$ cat src/rtl/sdr_pkg.sv
package sdr_pkg;
  // single-bit first-loop code to its signed value (+1 / -1)
  function automatic logic signed [1:0] s1_to_value(input logic bit_in);
    return bit_in ? 2'sd1 : -2'sd1;
  endfunction
endpackage

$ cat src/rtl/sdr_s1_delay.sv
module sdr_s1_delay #(
  parameter int DEPTH = 2
) (
  input  logic              clk,
  input  logic              rst,
  input  logic              en,
  input  logic signed [1:0] d_in,
  output logic signed [1:0] d_out
);
  generate
    if (DEPTH == 0) begin : g_pass
      assign d_out = d_in;
    end else begin : g_chain
      logic signed [1:0] tap [DEPTH];
      for (genvar k = 0; k < DEPTH; k++) begin : g_tap
        always_ff @(posedge clk) begin
          if (rst)     tap[k] <= '0;
          else if (en) tap[k] <= (k == 0) ? d_in : tap[(k == 0) ? 0 : k-1];
        end
      end
      assign d_out = tap[DEPTH-1];
    end
  endgenerate
endmodule

$ cat src/rtl/sdr_diff.sv
module sdr_diff #(
  parameter int IN_W  = 5,
  parameter int ORDER = 2,
  localparam int OUT_W = IN_W + ORDER
) (
  input  logic                    clk,
  input  logic                    rst,
  input  logic                    en,
  input  logic signed [IN_W-1:0]  d_in,
  output logic signed [OUT_W-1:0] d_out
);
  logic signed [OUT_W-1:0] stage [ORDER+1];
  assign stage[0] = OUT_W'(d_in);

  generate
    for (genvar k = 0; k < ORDER; k++) begin : g_stage
      logic signed [OUT_W-1:0] prev;
      always_ff @(posedge clk) begin
        if (rst)     prev <= '0;
        else if (en) prev <= stage[k];
      end
      assign stage[k+1] = stage[k] - prev;
    end
  endgenerate

  assign d_out = stage[ORDER];
endmodule

$ cat src/rtl/sdr_out_stage.sv
module sdr_out_stage #(
  parameter int SUM_W = 10,
  parameter int OUT_W = 8,
  parameter int BOUND = 97
) (
  input  logic                    clk,
  input  logic                    rst,
  input  logic                    accept,
  input  logic signed [SUM_W-1:0] sum,
  input  logic                    in_valid,
  output logic                    in_ready,
  output logic                    out_valid,
  input  logic                    out_ready,
  output logic signed [OUT_W-1:0] out_data
);
  localparam logic signed [SUM_W-1:0] MAXV = SUM_W'((1 <<< (OUT_W-1)) - 1);
  localparam logic signed [SUM_W-1:0] MINV = SUM_W'(-(1 <<< (OUT_W-1)));

  logic signed [OUT_W-1:0] sat;
  always_comb begin
    if (sum > MAXV)      sat = MAXV[OUT_W-1:0];
    else if (sum < MINV) sat = MINV[OUT_W-1:0];
    else                 sat = sum[OUT_W-1:0];
  end

  assign in_ready = !out_valid || out_ready;

  always_ff @(posedge clk) begin
    if (rst) begin
      out_valid <= 1'b0;
      out_data  <= '0;
    end else if (accept) begin
      out_valid <= 1'b1;
      out_data  <= sat;
    end else if (out_ready) begin
      out_valid <= 1'b0;
    end
  end

  assert_reset_R1: assert property (@(posedge clk) rst |=> !out_valid);
  assert_hold_R8: assert property (@(posedge clk) disable iff (rst)
    out_valid && !out_ready |=> out_valid && $stable(out_data));
  assert_ready_R9: assert property (@(posedge clk) disable iff (rst)
    out_valid && !out_ready |-> !in_ready);
  assert_fill_R10: assert property (@(posedge clk) disable iff (rst)
    $rose(out_valid) |-> $past(in_valid));
  assert_bound_R11: assert property (@(posedge clk) disable iff (rst)
    out_valid |-> ($signed(out_data) <= BOUND && $signed(out_data) >= -BOUND));
endmodule

$ cat src/rtl/sdr_cascade_combine.sv
module sdr_cascade_combine #(
  parameter int S2_W       = 4,
  parameter int S2_LEVELS  = 13,
  parameter int S1_DELAY   = 2,
  parameter int DIFF_ORDER = 2,
  parameter int GAIN_SHIFT = 2,
  parameter int OUT_W      = 8
) (
  input  logic             clk,
  input  logic             rst,
  input  logic             in_valid,
  output logic             in_ready,
  input  logic             in_s1,
  input  logic [S2_W-1:0]  in_s2,
  output logic             out_valid,
  input  logic             out_ready,
  output logic [OUT_W-1:0] out_data
);
  import sdr_pkg::*;

  localparam int S2_MID  = (S2_LEVELS - 1) / 2;
  localparam int VAL_W   = S2_W + 1;
  localparam int DIFF_W  = VAL_W + DIFF_ORDER;
  localparam int SHIFT_W = DIFF_W + GAIN_SHIFT;
  localparam int SUM_W   = SHIFT_W + 1;
  localparam int RAW_BND = 1 + ((S2_MID << DIFF_ORDER) << GAIN_SHIFT);
  localparam int SAT_BND = (1 << (OUT_W-1)) - 1;
  localparam int BOUND   = (RAW_BND < SAT_BND) ? RAW_BND : SAT_BND;
  localparam logic [S2_W-1:0] TOP_CODE = S2_W'(S2_LEVELS - 1);

  logic accept;
  assign accept = in_valid && in_ready;

  // second-loop code: clamp, then remove the mid-scale offset
  logic [S2_W-1:0]         code_c;
  logic signed [VAL_W-1:0] s2_val;
  assign code_c = (in_s2 > TOP_CODE) ? TOP_CODE : in_s2;
  assign s2_val = $signed({1'b0, code_c}) - VAL_W'(S2_MID);

  always_comb begin
    assert_clamp_R7: assert (s2_val <= VAL_W'(S2_MID) && s2_val >= -VAL_W'(S2_MID));
  end

  logic signed [1:0] s1_val, s1_late;
  assign s1_val = s1_to_value(in_s1);

  sdr_s1_delay #(.DEPTH(S1_DELAY)) u_s1_delay (
    .clk(clk), .rst(rst), .en(accept), .d_in(s1_val), .d_out(s1_late)
  );

  logic signed [DIFF_W-1:0] s2_diff;
  sdr_diff #(.IN_W(VAL_W), .ORDER(DIFF_ORDER)) u_diff (
    .clk(clk), .rst(rst), .en(accept), .d_in(s2_val), .d_out(s2_diff)
  );

  logic signed [SUM_W-1:0] scaled, sum;
  assign scaled = SUM_W'(s2_diff) <<< GAIN_SHIFT;
  assign sum    = scaled + SUM_W'(s1_late);

  logic signed [OUT_W-1:0] res;
  sdr_out_stage #(.SUM_W(SUM_W), .OUT_W(OUT_W), .BOUND(BOUND)) u_out (
    .clk(clk), .rst(rst), .accept(accept), .sum(sum),
    .in_valid(in_valid), .in_ready(in_ready),
    .out_valid(out_valid), .out_ready(out_ready), .out_data(res)
  );
  assign out_data = res;
endmodule

$ cat config.mk
export PLATFORM = sky130hd
export DESIGN_NAME = sdr_cascade_combine
export DESIGN_NICKNAME = d
export VERILOG_FILES = /design/src/rtl/sdr_pkg.sv /design/src/rtl/sdr_s1_delay.sv /design/src/rtl/sdr_diff.sv /design/src/rtl/sdr_out_stage.sv /design/src/rtl/sdr_cascade_combine.sv
export SDC_FILE = /design/constraint.sdc
export NUM_CORES = 1
export LEC_CHECK = 0
export BUFFER_PORTS_ARGS = -buffer_cell sky130_fd_sc_hd__buf_2
export CORE_ASPECT_RATIO = 1.25
export CORE_MARGIN = 5
export CORE_UTILIZATION = 40
export CTS_BUF_LIST = sky130_fd_sc_hd__clkbuf_16
export DETAILED_ROUTE_END_ITERATION = 16
export PLACE_DENSITY_LB_ADDON = 0.12
export SLEW_MARGIN = 10
export SYNTH_ARGS = -nofsm -noshare
export SYNTH_HDL_FRONTEND = slang
export SYNTH_SLANG_ARGS = --single-unit
export TNS_END_PERCENT = 5
$ cat constraint.sdc
create_clock -name clk -period 3.85 [get_ports clk]
set_input_delay 0 -clock clk [delete_from_list [all_inputs] [get_ports clk]]
set_output_delay 0 -clock clk [all_outputs]
set_load 0.05 [all_outputs]
## After elaboration in Yosys (flattened, before gate mapping)

Memory sizes are Yosys's and may differ from the RTL's.
Index checks and enable logic that the tools add are counted.

| word-level totals | value |
|---|---|
| memory bits (read-only) | 0 |
| bits in latches | 0 |
| memories | 1 |
| logic and storage cells | 31 |
| memory bits (writable) | 4 |
| flip-flop bits (word level) | 20 |

Memories:

| name | words | bits a word | read ports | clocked after memory_dff | wr ports | line | RTL |
|---|---|---|---|---|---|---|---|
| u_s1_delay.g_chain.tap | 2 | 2 | 2 | 0 | 2 | sdr_s1_delay.sv:14 | `logic signed [1:0] tap [DEPTH];` |

| operators by class | value |
|---|---|
| reduce and logical (&&, ||, !) cells | 4 |
| magnitude comparators | 3 |
| bitwise logic cells | 2 |
| $add $sub $neg | 4 |
| equality and inequality tests | 0 |
| mux-type cells | 13 |
| shift-type cells | 0 |
| divide/modulo/power cells | 0 |
| $mul | 0 |

Operators by type and width:

| kind | number |
|---|---|
| $mux 8 | 2 |
| $add 9x2->10 | 1 |
| $gt 10x8->1 const B | 1 |
| $lt 10x8->1 const B | 1 |
| $mux 1 | 7 |
| $sub 6x6->7 | 1 |
| $mux 2 | 3 |
| $sub 5x5->6 | 1 |
| $sub 4x3->5 const B | 1 |
| $gt 4x4->1 const B | 1 |
| $mux 4 | 1 |
| $or 1x1->1 | 2 |
| $reduce_bool 2->1 | 1 |
| $logic_and 1x1->1 | 1 |
| $logic_not 1->1 | 1 |
| $logic_or 1x1->1 | 1 |

## Longest topological paths before layout

| logic depth | value |
|---|---|
| depth in word-level cells | 9 |
| mapped depth | 20 |
| gate-level depth less buffers | 20 |

## Cells and area by module

Synthesis repeated with hierarchy kept, for this count alone.

| unflattened totals | value |
|---|---|
| cells, all modules | 212 |
| area, all modules | 1868.0 um2 |

Modules (own cells, without submodules):

| module | area each (um2) | instances | cells each | seq. area each (um2) |
|---|---|---|---|---|
| sdr_diff | 992.2 | 1 | 116 | 220.2 |
| sdr_out_stage | 370.4 | 1 | 39 | 180.2 |
| sdr_cascade_combine | 344.1 | 1 | 48 | 0.0 |
| sdr_s1_delay | 161.4 | 1 | 9 | 120.1 |

## Worst setup path after synthesis

Ideal clock, no wire load.

| timing | value |
|---|---|
| path kind | register -> register |
| from | register u_diff.g_stage[0].prev[1] |
| to | register u_out.out_data[6] |
| clock period less this slack | 3.325 ns |
| required time | 3.728 ns |
| library setup time | 0.122 ns |
| arrival | 3.203 ns |
| cell stages (with the launch flop) | 18 |
| slack | 0.525 ns |
| path through | dfxtp_1 > xor2_1 > ha_1 > o21bai_1 > a21o_1 > a21oi_1 > xnor2_1 > ha_1 > inv_1 > o211ai_1 > o21ai_0 > ha_1 > inv_1 > nor3_1 > o21ai_0 > a21oi_1 > a311oi_2 > a221o_1 |

RTL lines:

| what | line | RTL |
|---|---|---|
| start: declaration | sdr_diff.sv:17 | `logic signed [OUT_W-1:0] prev;` |
| start signal: assignment | sdr_diff.sv:20 | `else if (en) prev <= stage[k];` |
| end signal: assignment | sdr_out_stage.sv:34 | `out_data <= sat;` |
| end: declaration | sdr_out_stage.sv:14 | `output logic signed [OUT_W-1:0] out_data` |

==> qor.txt <==
Post-synth top area share - 24.67%
CP Max Fanout - 7
Largest net degree at the start of global routing - 15
Setup crit end kind - flip-flop
# port buffers - 18
Total power - 1.490 mW
Final period util - 95.36%
Die Ht - 81.22 um
Max rail drop VDD - 0.0002416 V
Global-route wire length before repair - 5.568 mm
Synth area leader - dfxtp_1
Outcome - completed
Vias in the first global route - 1293
Vias per cell - 4.909
Startpoint Class - flip-flop
Clock Path Buffers - 2
EDFF count, synth - 4
Row count - 26
Worst-Skew Late Latency - 0.26 ns
Synth cell types - 40
Grt total ovfl - 0
Seq cells post-synth - 24
Max-slew violations - 0
FF/Latch Area - 521.8 um^2
WL final - 3.317 mm
Die W - 66.97 um
Clock power share - 19.8%
Synth Instances - 182
Post-DP HPWL - 2.580 mm
Fin Clk Skew - 0.005544 ns
Logic gate share of total power - 58.1%
CTS tree - done
Full die area - 5439 um^2
Initial core utilization - 40.56%
Io pins - 19
Sequential element share of the synthesized area - 32.07%
Layout area overhead - 22.44%
Internal power - 869.3 uW
N_diodes - 0
Multi-input logic area - 1045 um^2
WS Path Type - reg -> reg
Final Non-Filler Cells - 264
Worst path arrival time - 3.81 ns
CTS sink cnt - 24
Sw Share - 41.65%
Hold Fails Final Rpt - 0
Area of the core - 4001 um^2
Placed cell count - 253
Endpoints failing setup - 0
Commonest non-fill, non-tap cells in the layout - inv_1 (21), dfxtp_1 (19), buf_2 (18)
WL/cell - 12.56 um
Vias - 1296
Slew Limit Headroom - 73.95%
Global-route usage over all layers - 13.38%
Total CTS buffers - 3
Initial antenna violation count - 0
Fraction of final layout cells sized beyond drive strength 1 - 22.12%
P per Cell Area - 749.9 nW/um^2
Switching pwr - 620.6 uW
Max-Cap Viols - 0
Syn nets - 212
Worst min-delay path class - in -> reg
Drc violations - 0
P_leak - 0.8577 nW
CTS clk-pin slew, worst paths - 0.06 ns
RD Place Congestion - 0.7664
Req. time, crit path - 3.99 ns
Fmax - 272.4 MHz
FILL cells - 397
DRT antenna net count - 0
Dominant synthesized flop cell - dfxtp_1
H-tree depth - 1
Syn Std Cell Area - 1623 um^2
Power share of the sequential group - 22.1%
Worst slew pin tran - 0.3908 ns
Pre-antenna DRT Iters - 4
Ys Warns - 0
Mean post-synth cell area - 8.917 um^2
Synth async-reset ratio - 0%
Top cells by area, synth - dfxtp_1 (25%), ha_1 (15%), edfxtp_1 (7.4%)
Clock root buffer - clkbuf_16
Nets - 239
DR iter-0 viols - 45
Post-route minimum period - 3.671 ns
Commonest non-fill, non-tap cell in the layout - inv_1
## layer usage
metal / up-vias / share of wire, % / global-route usage [%]
li1: 690 / - / -
met1: 592 / 43 / 15.53
met2: 12 / 53 / 24.40
met3: 2 / 2.4 / 2.075
met4: 0 / 1.2 / 4.868
met5: - / 0 / 0
## state kept, by name, summed over array words and instances (netlist names)
signal / flops
u_diff.g_stage.prev: 11
u_s1_delay.g_chain.tap: 4
u_out.out_data: 8
u_out.out_valid: 1
## per-stage QoR
stage	setup TNS [ns]	setup slack, ns	cell area (um^2)	utilization (%)	hold WS (ns)
2_1_floorplan	0	0.5249	1623	-	0.06907
3_3_place_gp	0	0.1057	1774	44.34	0.1768
3_5_place_dp	0	0.05971	1774	44.34	0.1943
4_1_cts	0	0.1543	1899	47.47	0.002309
5_1_grt	-0.1578	-0.02814	1987	49.66	0.02414
6_report	0	0.1788	1987	49.66	0.009356
## synthesized netlist by cell type, drive strengths merged, types with 2 or more instances
cell type,count
a21o,5
a21oi,13
a221o,7
a22o,2
a311oi,2
and2,2
clkbuf,3
dfxtp,20
edfxtp,4
fa,2
ha,19
inv,23
nand2,15
nand2b,2
nor2,8
nor2b,5
o211ai,3
o21ai,17
o21bai,3
or2,2
xnor2,8
xor2,3
## what timing repair did
item	4_1_cts	5_1_grt
setup buffers	0	5
setup endpoints to repair	0	7
gates resized for setup	0	14
hold endpoints to repair	1	0
hold buffers	2	0
## power groups by stage
stage / combinational [mW] / sequential (mW) / clock, mW
2_1_floorplan: 0.520 / 0.452 / 0
3_3_place_gp: 0.769 / 0.334 / 0
3_5_place_dp: 0.775 / 0.335 / 0
4_1_cts: 0.781 / 0.329 / 0.308
5_1_grt: 0.952 / 0.335 / 0.316
6_report: 0.866 / 0.330 / 0.294
## critical path: stages (launching register included)
cell	delay, ns
dfxtp_1	0.34
xor2_1	0.18
ha_1	0.21
o21bai_1	0.19
a21o_1	0.21
a21oi_2	0.15
xnor2_1	0.11
ha_1	0.34
inv_1	0.06
o211ai_1	0.17
o21ai_1	0.09
ha_1	0.37
inv_2	0.08
a21oi_1	0.15
a32oi_1	0.13
a311oi_2	0.27
nor4_4	0.07
buf_4	0.16
a221o_1	0.26
## area by class of cell
class	instances	area share [%]
clock buffers	3	3.778
multi-input cells	130	52.58
clock inverters	1	1.511
repair buffers	26	7.809
well taps	56	3.526
flip-flops and latches	24	26.26
inverters	24	4.534
## final timing paths
kind	startpoint	to	slack, ns	depth (start not counted)
min reg2reg	u_out.out_data[7]$_SDFFE_PP0P_	u_out.out_data[7]$_SDFFE_PP0P_	0.45	2
max	u_diff.g_stage[0].prev[1]$_SDFFE_PP0P_	u_out.out_data[4]$_SDFFE_PP0P_	0.18	18
min	in_s1	u_s1_delay.g_chain.tap[0][1]$_SDFFCE_PN0P_	0.009	2
max reg2reg	u_diff.g_stage[0].prev[1]$_SDFFE_PP0P_	u_out.out_data[4]$_SDFFE_PP0P_	0.18	18
## cell families after synthesis
logic type / Yosys count / share of synthesized area, %
compound gates: 58 / 24.98
flops: 24 / 32.07
xor+xnor: 11 / 5.937
simple gates: 39 / 12.72
fa+ha+maj: 22 / 17.73
buf+inv: 28 / 6.553
Note: power is estimated with default switching activity, not from simulation.
